--- config.mk ---
export PLATFORM = sky130hd
export DESIGN_NAME = mulhi_unit
export DESIGN_NICKNAME = d
export VERILOG_FILES = /design/src/rtl/mulhi_pkg.sv /design/src/rtl/mulhi_core.sv /design/src/rtl/mulhi_hireg.sv /design/src/rtl/mulhi_result.sv /design/src/rtl/mulhi_unit.sv
export SDC_FILE = /design/constraint.sdc
export NUM_CORES = 1
export LEC_CHECK = 0
export ABC_CLOCK_PERIOD_IN_PS = 20300
export BUFFER_PORTS_ARGS = -buffer_cell sky130_fd_sc_hd__buf_2
export CELL_PAD_IN_SITES_DETAIL_PLACEMENT = 0
export CELL_PAD_IN_SITES_GLOBAL_PLACEMENT = 2
export CORE_MARGIN = 2
export CORE_UTILIZATION = 39
export DETAILED_ROUTE_END_ITERATION = 12
export GPL_ROUTABILITY_DRIVEN = 0
export GPL_TIMING_DRIVEN = 0
export PLACE_DENSITY = 0.88
export SYNTH_ARGS = -nofsm -noshare
export SYNTH_HDL_FRONTEND = slang
export SYNTH_SLANG_ARGS = --single-unit
--- constraint.sdc ---
create_clock -name clk -period 20.3 [get_ports clk]
set_clock_uncertainty 0.05 [all_clocks]
set_input_delay 4.06 -clock clk [delete_from_list [all_inputs] [get_ports clk]]
set_output_delay 4.06 -clock clk [all_outputs]
set_load 0.03 [all_outputs]
--- src/rtl/mulhi_pkg.sv ---
// Package: shared widths for the multiplier with high-word register.
// Assumes a 64-bit datapath whose low half feeds the multiply.
package mulhi_pkg;
    localparam int DATA_W = 64;
    localparam int HALF_W = DATA_W / 2;

    // Completion bundle handed from the iterative core to its consumers.
    typedef struct packed {
        logic              fin;
        logic              set_cc;
        logic [DATA_W-1:0] prod;
    } mul_fin_t;
endpackage

--- src/rtl/mulhi_core.sv ---
// Module: iterative shift-add multiplier over the low halves of two operands.
// Consumes STEP_BITS multiplier bits per cycle; signed products use a
// sign-extended multiplicand and subtract a final correction when the
// multiplier's bit 31 is set. Assumes STEP_BITS divides HALF_W.
module mulhi_core
    import mulhi_pkg::*;
#(
    parameter int STEP_BITS = 4
) (
    input  logic              clk,
    input  logic              rst_n,
    input  logic              start_i,
    input  logic              signed_i,
    input  logic              setcc_i,
    input  logic [DATA_W-1:0] a_i,
    input  logic [DATA_W-1:0] b_i,
    output logic              busy_o,
    output mul_fin_t          fin_o
);
    localparam int STEPS = HALF_W / STEP_BITS;
    localparam int CNT_W = (STEPS > 1) ? $clog2(STEPS) : 1;

    logic              busy_q;
    logic [CNT_W-1:0]  cnt_q;
    logic [DATA_W-1:0] acc_q;
    logic [DATA_W-1:0] mcand_q;
    logic [DATA_W-1:0] base_q;
    logic [HALF_W-1:0] mplier_q;
    logic              corr_q;
    logic              cc_q;

    logic              accept;
    logic              last_step;
    logic [DATA_W-1:0] pp;
    logic [DATA_W-1:0] acc_nxt;
    logic [DATA_W-1:0] corr_val;
    logic [DATA_W-1:0] a_ext;

    // Accept a new request only when idle.
    assign accept    = start_i & ~busy_q;
    assign last_step = busy_q & (cnt_q == CNT_W'(STEPS - 1));

    // Extend the multiplicand according to the signed/unsigned select.
    always_comb begin
        a_ext = {{HALF_W{signed_i & a_i[HALF_W-1]}}, a_i[HALF_W-1:0]};
    end

    // Partial product for the multiplier bits consumed this cycle.
    always_comb begin
        pp = '0;
        for (int i = 0; i < STEP_BITS; i++) begin
            if (mplier_q[i]) pp = pp + (mcand_q << i);
        end
    end

    // Running sum and signed correction for the final product.
    always_comb begin
        acc_nxt  = acc_q + pp;
        corr_val = corr_q ? {base_q[HALF_W-1:0], {HALF_W{1'b0}}} : '0;
    end

    // Iteration state: load on accept, shift and accumulate while busy.
    always_ff @(posedge clk) begin
        if (!rst_n) begin
            busy_q   <= 1'b0;
            cnt_q    <= '0;
            acc_q    <= '0;
            mcand_q  <= '0;
            base_q   <= '0;
            mplier_q <= '0;
            corr_q   <= 1'b0;
            cc_q     <= 1'b0;
        end else if (accept) begin
            busy_q   <= 1'b1;
            cnt_q    <= '0;
            acc_q    <= '0;
            mcand_q  <= a_ext;
            base_q   <= a_ext;
            mplier_q <= b_i[HALF_W-1:0];
            corr_q   <= signed_i & b_i[HALF_W-1];
            cc_q     <= setcc_i;
        end else if (busy_q) begin
            acc_q    <= acc_nxt;
            mcand_q  <= mcand_q << STEP_BITS;
            mplier_q <= mplier_q >> STEP_BITS;
            cnt_q    <= cnt_q + 1'b1;
            if (last_step) busy_q <= 1'b0;
        end
    end

    // Completion bundle, valid only on the final iteration.
    always_comb begin
        fin_o.fin    = last_step;
        fin_o.set_cc = cc_q;
        fin_o.prod   = acc_nxt - corr_val;
    end

    assign busy_o = busy_q;
endmodule

--- src/rtl/mulhi_hireg.sv ---
// Module: architectural high-word register.
// A completing multiply loads the product's upper half and wins over a
// same-cycle software write, which stores the low half of a XOR b.
module mulhi_hireg
    import mulhi_pkg::*;
(
    input  logic              clk,
    input  logic              rst_n,
    input  mul_fin_t          fin_i,
    input  logic              wr_i,
    input  logic [DATA_W-1:0] a_i,
    input  logic [DATA_W-1:0] b_i,
    output logic [DATA_W-1:0] rdata_o
);
    logic [HALF_W-1:0] hi_q;
    logic [DATA_W-1:0] wr_val;

    // Value a software write would store.
    assign wr_val = a_i ^ b_i;

    // Register update with multiply priority.
    always_ff @(posedge clk) begin
        if (!rst_n) begin
            hi_q <= '0;
        end else if (fin_i.fin) begin
            hi_q <= fin_i.prod[DATA_W-1:HALF_W];
        end else if (wr_i) begin
            hi_q <= wr_val[HALF_W-1:0];
        end
    end

    // Reads are zero-extended to the full width.
    assign rdata_o = {{(DATA_W-HALF_W){1'b0}}, hi_q};
endmodule

--- src/rtl/mulhi_result.sv ---
// Module: result register, completion pulses and condition flags.
// Holds the last product; flags change only on flag-setting completions.
module mulhi_result
    import mulhi_pkg::*;
(
    input  logic              clk,
    input  logic              rst_n,
    input  mul_fin_t          fin_i,
    output logic              valid_o,
    output logic              cc_valid_o,
    output logic [DATA_W-1:0] product_o,
    output logic              neg_o,
    output logic              zero_o
);
    logic              valid_q;
    logic              cc_valid_q;
    logic [DATA_W-1:0] prod_q;
    logic              neg_q;
    logic              zero_q;

    // Completion pulses and held product.
    always_ff @(posedge clk) begin
        if (!rst_n) begin
            valid_q    <= 1'b0;
            cc_valid_q <= 1'b0;
            prod_q     <= '0;
        end else begin
            valid_q    <= fin_i.fin;
            cc_valid_q <= fin_i.fin & fin_i.set_cc;
            if (fin_i.fin) prod_q <= fin_i.prod;
        end
    end

    // Negative and zero flags from flag-setting multiplies only.
    always_ff @(posedge clk) begin
        if (!rst_n) begin
            neg_q  <= 1'b0;
            zero_q <= 1'b0;
        end else if (fin_i.fin && fin_i.set_cc) begin
            neg_q  <= fin_i.prod[DATA_W-1];
            zero_q <= (fin_i.prod == '0);
        end
    end

    assign valid_o    = valid_q;
    assign cc_valid_o = cc_valid_q;
    assign product_o  = prod_q;
    assign neg_o      = neg_q;
    assign zero_o     = zero_q;
endmodule

--- src/rtl/mulhi_unit.sv ---
// Module: top of the 32x32 multiplier with high-word register.
// Connects the iterative core, the high-word register and the result stage.
module mulhi_unit
    import mulhi_pkg::*;
#(
    parameter int STEP_BITS = 4
) (
    input  logic              clk,
    input  logic              rst_n,
    input  logic              start_i,
    input  logic              signed_i,
    input  logic              setcc_i,
    input  logic [63:0]       a_i,
    input  logic [63:0]       b_i,
    input  logic              hi_wr_i,
    output logic              busy_o,
    output logic              valid_o,
    output logic [63:0]       product_o,
    output logic              cc_valid_o,
    output logic              neg_o,
    output logic              zero_o,
    output logic [63:0]       hi_rdata_o
);
    mul_fin_t fin;

    mulhi_core #(.STEP_BITS(STEP_BITS)) core_i (
        .clk      (clk),
        .rst_n    (rst_n),
        .start_i  (start_i),
        .signed_i (signed_i),
        .setcc_i  (setcc_i),
        .a_i      (a_i),
        .b_i      (b_i),
        .busy_o   (busy_o),
        .fin_o    (fin)
    );

    mulhi_hireg hireg_i (
        .clk     (clk),
        .rst_n   (rst_n),
        .fin_i   (fin),
        .wr_i    (hi_wr_i),
        .a_i     (a_i),
        .b_i     (b_i),
        .rdata_o (hi_rdata_o)
    );

    mulhi_result res_i (
        .clk        (clk),
        .rst_n      (rst_n),
        .fin_i      (fin),
        .valid_o    (valid_o),
        .cc_valid_o (cc_valid_o),
        .product_o  (product_o),
        .neg_o      (neg_o),
        .zero_o     (zero_o)
    );
endmodule

==> impl_metrics.json, run 1 <==
{
  "status": "completed",
  "cts_max_level": 2,
  "global_route.usage.total_pct": 29.4,
  "cts_post_setup_buffers_inserted": 0,
  "fill_cells": 7970,
  "drt.antenna.violating_nets": 0,
  "placement.setup.worst_slack_ns": 1.58,
  "route.detailed.vias_per_inst": 5.79,
  "internal_power_uw": 1320,
  "synthFlopType": "sky130_fd_sc_hd__dfxtp_1",
  "cts_root_buf": "sky130_fd_sc_hd__clkbuf_16",
  "global_route.overflow_total": 0,
  "synth_enable_flop_cells": 0,
  "sw_frac_of_total_pct": 42.7,
  "slew_violations": 0,
  "clkLatencyLatePin_ns": 0.56,
  "fin_cells": 5191,
  "worst_ep_arrival_time_ns": 19.64,
  "die-area_um2": 78500,
  "setup.worst_path.start": "core_i.mplier_q[0]",
  "fp-row-count": 101,
  "grt_pass1_wl_um": 175000,
  "layout.area.seq_um2": 5970,
  "wl_per_cell_um": 22.9,
  "postSynthRegisterBits": 298,
  "p_per_area_nw_per_um2": 69.5,
  "pin_count": 267,
  "timing.rr.start": "core_i.mplier_q[0]",
  "power.share.combinational_pct": 43.6,
  "io_buffers": 167,
  "min_period_over_period_pct": 94.6,
  "max_cap_viol_count": 0,
  "finalWorstSetupSlack_ns": 1.10,
  "path_type_of_the_worst_setup_path": "reg2reg",
  "cts_buffers": 34,
  "tritoncts_num_sinks": 298,
  "place.detailed.instances": 5128,
  "hold_path.startpoint": "core_i.base_q[24]",
  "path_max_fanout": 10,
  "setup_tns_ns": 0,
  "grt_max_degree": 15,
  "post_dp_cell_area_um2": 31900,
  "total_setup_violations_reported_at_the_end_of_the_flow": 0,
  "synth_sequential_area_ratio_pct": 20.1,
  "yosysUniqueCellTypes": 93,
  "net-switching-power_uw": 983,
  "slew_at_the_pin_closest_to_its_max_slew_limit_ns": 1.21,
  "max-slew-margin-rel_pct": 19.2,
  "max_clock_freq_mhz": 52.1,
  "crit_top_cell": "sky130_fd_sc_hd__a21oi_1",
  "cts_buffer_depth": 3,
  "core_um2": 75700,
  "multi_input_gate_area_um2": 22400,
  "async_set_or_reset_flop_fraction_in_the_synthesized_netlist_pct": 0,
  "seqPwrFrac_pct": 28.6,
  "rsz_0062_raised_after_global_routing": "false",
  "final_area_um2": 33100,
  "firstDrtPassIters": 6,
  "ys.warnings.count": 0,
  "finalHoldViolCount": 0,
  "finalWorstPathRequiredPeriod_ns": 19.20,
  "first_global_vias": 28075,
  "final_net_count": 4599,
  "crit_path_max_incr_delay_ns": 0.84,
  "route.vias.total": 30049,
  "worst_path_max_delay_cell": "sky130_fd_sc_hd__clkdlybuf4s15_1",
  "synthesis.instances": 3952,
  "worst-endpoint-required_ns": 20.74,
  "synth_area_per_inst_um2": 7.53,
  "hp-class": "reg2reg",
  "wl_um": 119000,
  "dp_hpwl_um": 98000,
  "relative_area_change_from_synthesis_to_final_layout_pct": 11.2,
  "grt_antenna_before_repair": 4,
  "clkPwrFrac_pct": 27.9,
  "clock_tree_from_tritoncts": "yes",
  "floorplan.initialDensity_pct": 39.3,
  "die_y_um": 280,
  "drt_drc_violations_left": 0,
  "cp-start-kind": "flop",
  "clk_pin_slew_worst_setup_hold_paths_ns": 0.07,
  "reported_leakage_power_uw": 0.0155,
  "chipWidth_um": 280,
  "worst_setup_path_end_kind": "flop",
  "final_layout_size_suffix_gt1_share_pct": 8.88,
  "power.ir.vdd_worst_mv": 0.0687,
  "drt-initial-drc-count": 2390,
  "post_synth_instance_area_um2": 29700
}
per-stage QoR:
step	hold WS (ns)	util [%]	total power [uW]
after floorplan	0.389	-	1320
after global placement	0.398	42.2	1640
after detailed placement	0.401	42.2	1640
after CTS	0.410	43.7	2280
after global routing	0.433	43.7	2410
final	0.408	43.7	2300
metal layers:
metal	vias up	global-route usage [%]	routed length, um
met2	973	46.8	52900
met1	14288	40.4	53400
met5	-	0	0
met3	169	5.12	9190
met4	0	8.39	3650
li1	14619	-	-
synth_stat cells (all sizes together) (42+ instances only):
master  count  area [um^2]
nand2     507         1900
a21oi     358         1800
nor2      328         1230
dfxtp     298         5970
ha        274         3430
o21ai     249         1270
xnor2     193         1700
clkbuf    181          679
a21o      148         1110
inv       131          492
mux2i     123         1230
a21boi    100          754
xor2       98          877
o21a       78          586
mux2       73          822
o211a      62          621
nand3      61          305
buf        56          339
nor2b      55          344
and2       54          338
a211oi     48          360
nand4      45          288
o21bai     44          330
nor3       42          210
cells in the final DEF (no fill, tap or decap), types with 30 or more instances in the layout:
master                      Yosys  final
sky130_fd_sc_hd__a21boi_0      97     97
sky130_fd_sc_hd__nand4_1       44     44
sky130_fd_sc_hd__xor2_1        97     97
sky130_fd_sc_hd__inv_1        129    129
sky130_fd_sc_hd__o21ai_0      224    224
sky130_fd_sc_hd__o21a_1        78     78
sky130_fd_sc_hd__dfxtp_1      298    298
sky130_fd_sc_hd__buf_4         33     33
sky130_fd_sc_hd__conb_1         1     32
sky130_fd_sc_hd__nor2_1       328    328
sky130_fd_sc_hd__ha_1         274    274
sky130_fd_sc_hd__mux2_2        73     73
sky130_fd_sc_hd__clkbuf_16      0     34
sky130_fd_sc_hd__nand3_1       61     61
sky130_fd_sc_hd__xnor2_1      192    192
sky130_fd_sc_hd__and2_1        54     54
sky130_fd_sc_hd__nand2_1      507    507
sky130_fd_sc_hd__mux2i_1      123    123
sky130_fd_sc_hd__o211ai_1      30     30
sky130_fd_sc_hd__buf_2          4    171
sky130_fd_sc_hd__a21o_1       148    148
sky130_fd_sc_hd__nor3_1        42     42
sky130_fd_sc_hd__a211oi_1      48     48
sky130_fd_sc_hd__clkbuf_1     181    184
sky130_fd_sc_hd__nor2b_1       55     55
sky130_fd_sc_hd__o211a_1       62     62
sky130_fd_sc_hd__a21oi_1      356    356
sky130_fd_sc_hd__a31oi_1       37     37
sky130_fd_sc_hd__o21bai_1      44     44
kinds of logic after synthesis:
group | synth area share (%)
compound gates | 28.5
xor+xnor | 8.82
fa+ha+maj | 11.9
buf+inv | 5.09
flops | 20.1
mux | 6.90
other cells | 0.0126
simple gates | 18.7
sequential cells by signal (all words and copies together), names as in the netlist, 3 cells and up:
name,flops
core_i.mcand_q,64
hireg_i.hi_q,32
core_i.base_q,32
core_i.mplier_q,32
core_i.cnt_q,3
res_i.product_o,64
core_i.acc_q,64
power by group through the flow:
stage,Clock (uW),Combinational [uW],Sequential [uW]
floorplan,0,662,661
global placement,0,973,670
detailed placement,0,972,670
CTS,644,978,657
global route,667,1080,660
finish,641,1000,657
final timing paths:
path | end | slack (ns) | cells after the start
min | core_i.base_q[24] | 0.41 | 2
max reg2reg | res_i.zero_o | 1.10 | 68
min reg2reg | core_i.base_q[24] | 0.41 | 2
max | res_i.zero_o | 1.10 | 68
critical path, delay by kind of cell (launching register included):
family | cells | cell delay [ns]
muxes | 3 | 0.87
AOI/OAI and AO/OA | 26 | 6.44
DFF | 1 | 0.43
buffers and inverters | 9 | 3.78
and+or+nand+nor | 20 | 5.09
xor gates and xnor gates | 4 | 0.71
adders and majority gates | 6 | 1.75
what timing repair did:
item	4_1_cts	5_1_grt
endpoints found under the setup margin	0	1
hold buffers	0	0
gates resized for setup	0	3
area by class of cell:
| cell class | instances | share of cell area, % |
|---|---|---|
| flip-flops and latches | 298 | 18.0 |
| clock buffers | 43 | 2.83 |
| well taps | 978 | 3.70 |
| diodes | 3 | 0.0227 |
| repair buffers | 167 | 2.53 |
| multi-input cells | 3316 | 67.7 |
| plain buffers | 237 | 3.10 |
| clock inverters | 17 | 0.579 |
| inverters | 132 | 1.50 |
No activity file was read; power rests on OpenSTA's default activity.
==> run 2: changes to the inputs <==
Settings changed: ABC_CLOCK_PERIOD_IN_PS 20300 to 21400, CORE_UTILIZATION 39 to 36, PLACE_DENSITY 0.88 to 0.82.
Clock period 20.3 ns to 21.4 ns, I/O delays scaled along.
==> run 2 against run 1 <==
Combinational power down 5%. Fmax decreased by 3.1%. Via count increased by 0.36%. Critical path type unchanged.
==> impl_metrics.json, run 2 (synthesis gave the netlist of run 1 again) <==
{
  "grt_pass1_wl_um": 181000,
  "global_route.usage.total_pct": 27.9,
  "firstDrtPassIters": 6,
  "floorplan.initialDensity_pct": 36.3,
  "total_setup_violations_reported_at_the_end_of_the_flow": 0,
  "path_max_fanout": 10,
  "cp-start-kind": "flop",
  "cts_max_level": 2,
  "first_global_vias": 28450,
  "cts_hold_repair.buffers": 0,
  "p_per_area_nw_per_um2": 66.6,
  "reported_leakage_power_uw": 0.0155,
  "cts_post_setup_buffers_inserted": 0,
  "core_um2": 82000,
  "slew_at_the_pin_closest_to_its_max_slew_limit_ns": 1.22,
  "final_layout_size_suffix_gt1_share_pct": 8.95,
  "max-slew-margin-rel_pct": 17.7,
  "share_of_the_core_filled_with_cells_in_the_final_layout_pct": 40.5,
  "min_period_over_period_pct": 92.7,
  "worst_setup_path_end_kind": "flop",
  "pin_count": 267,
  "relative_area_change_from_synthesis_to_final_layout_pct": 11.7,
  "crit_top_cell": "sky130_fd_sc_hd__a21oi_1",
  "total_power_uw": 2210,
  "max_cap_viol_count": 0,
  "clk_pin_slew_worst_setup_hold_paths_ns": 0.07,
  "grt_max_degree": 15,
  "cts_root_buf": "sky130_fd_sc_hd__clkbuf_16",
  "finalHoldViolCount": 0,
  "slew_violations": 0,
  "cts_buffer_depth": 3,
  "status": "completed",
  "chipWidth_um": 291,
  "crit_path_max_incr_delay_ns": 1.01,
  "drt.antenna.violating_nets": 0,
  "path_type_of_the_worst_setup_path": "reg2reg",
  "clkLatencyLatePin_ns": 0.56,
  "post_cts.resized_instances": 0,
  "wl_um": 123000,
  "fp-row-count": 105,
  "worst_path_max_delay_cell": "sky130_fd_sc_hd__nor4b_1",
  "tritoncts_num_sinks": 298,
  "clock_tree_from_tritoncts": "yes",
  "setup_tns_ns": 0,
  "drt_drc_violations_left": 0,
  "route.detailed.vias_per_inst": 5.70,
  "global_route.overflow_total": 0,
  "worst-endpoint-required_ns": 21.84,
  "die-area_um2": 84900,
  "route.vias.total": 30156,
  "fill_cells": 8830,
  "rsz_0062_raised_after_global_routing": "false",
  "most_frequent_standard_cell_in_the_layout_excluding_fill_and_tap_cells": "sky130_fd_sc_hd__nand2_1",
  "wl_per_cell_um": 23.3,
  "final_net_count": 4599,
  "io_buffers": 167,
  "grt_antenna_before_repair": 6,
  "max_clock_freq_mhz": 50.4,
  "cts_buffers": 34,
  "drt-initial-drc-count": 2528,
  "die_y_um": 291,
  "worst_ep_arrival_time_ns": 20.27,
  "layout_common_cells": "507 x sky130_fd_sc_hd__nand2_1, 356 x sky130_fd_sc_hd__a21oi_1, 328 x sky130_fd_sc_hd__nor2_1",
  "power.ir.vdd_worst_mv": 0.0668,
  "hp-class": "reg2reg",
  "finalWorstPathRequiredPeriod_ns": 19.83,
  "dp_hpwl_um": 101000
}
-- run 2: per-layer routing --
layer	track usage (%)	share of wire, %	wire length, um	vias up
li1	-	-	-	14634
met1	39.3	47	57700	14436
met2	44.6	44	54600	909
met3	3.60	5.9	7300	175
met4	7.48	2.8	3470	2
met5	0	0.012	15	-
-- run 2: area by class of cell --
class | count | area [um^2] | share of cell area, %
clock buffer | 43 | 955 | 2.87
clock inverter | 19 | 224 | 0.674
multi-input combinational | 3316 | 22400 | 67.4
antenna | 6 | 15.0 | 0.0452
timing repair buffer | 167 | 836 | 2.52
sequential | 298 | 5970 | 18.0
buffer | 237 | 1020 | 3.07
tap | 1070 | 1340 | 4.03
inverter | 132 | 495 | 1.49
-- run 2: power breakdown --
part | switching, uW | internal [uW] | leakage (uW)
Sequential | 39.8 | 584 | 0.00244
Combinational | 631 | 324 | 0.0125
Clock | 274 | 359 | 0.000573
Total | 945 | 1270 | 0.0155
-- run 2: worst paths after layout --
check                startpoint  depth (start not counted)  slack, ns               end
max          core_i.mplier_q[0]                         69       1.57      res_i.zero_o
min            core_i.base_q[0]                          2       0.41  core_i.base_q[0]
max reg2reg  core_i.mplier_q[0]                         69       1.57      res_i.zero_o
min reg2reg    core_i.base_q[0]                          2       0.41  core_i.base_q[0]
-- run 2: critical path, delay by kind of cell, from the launching register on --
family                   cells  cell delay, ns
flip-flops                   1            0.43
AO/OA/AOI/OAI               26            6.35
buffers and inverters        9            3.74
XOR/XNOR                     5            1.18
multiplexers                 3            0.90
adder cells (fa/ha/maj)      6            1.76
AND/OR/NAND/NOR             20            5.31
-- run 2: through the flow --
step / setup WS [ns] / cells / cell area [um^2] / hold slack [ns]
after floorplan: 8.03 / 3983 / 29900 / 0.389
after CTS: 2.27 / 5282 / 33200 / 0.410
after global placement: 2.29 / 5220 / 32000 / 0.400
after detailed placement: 2.35 / 5220 / 32000 / 0.405
after global routing: 0.689 / 5283 / 33200 / 0.428
final: 1.57 / 5288 / 33200 / 0.409
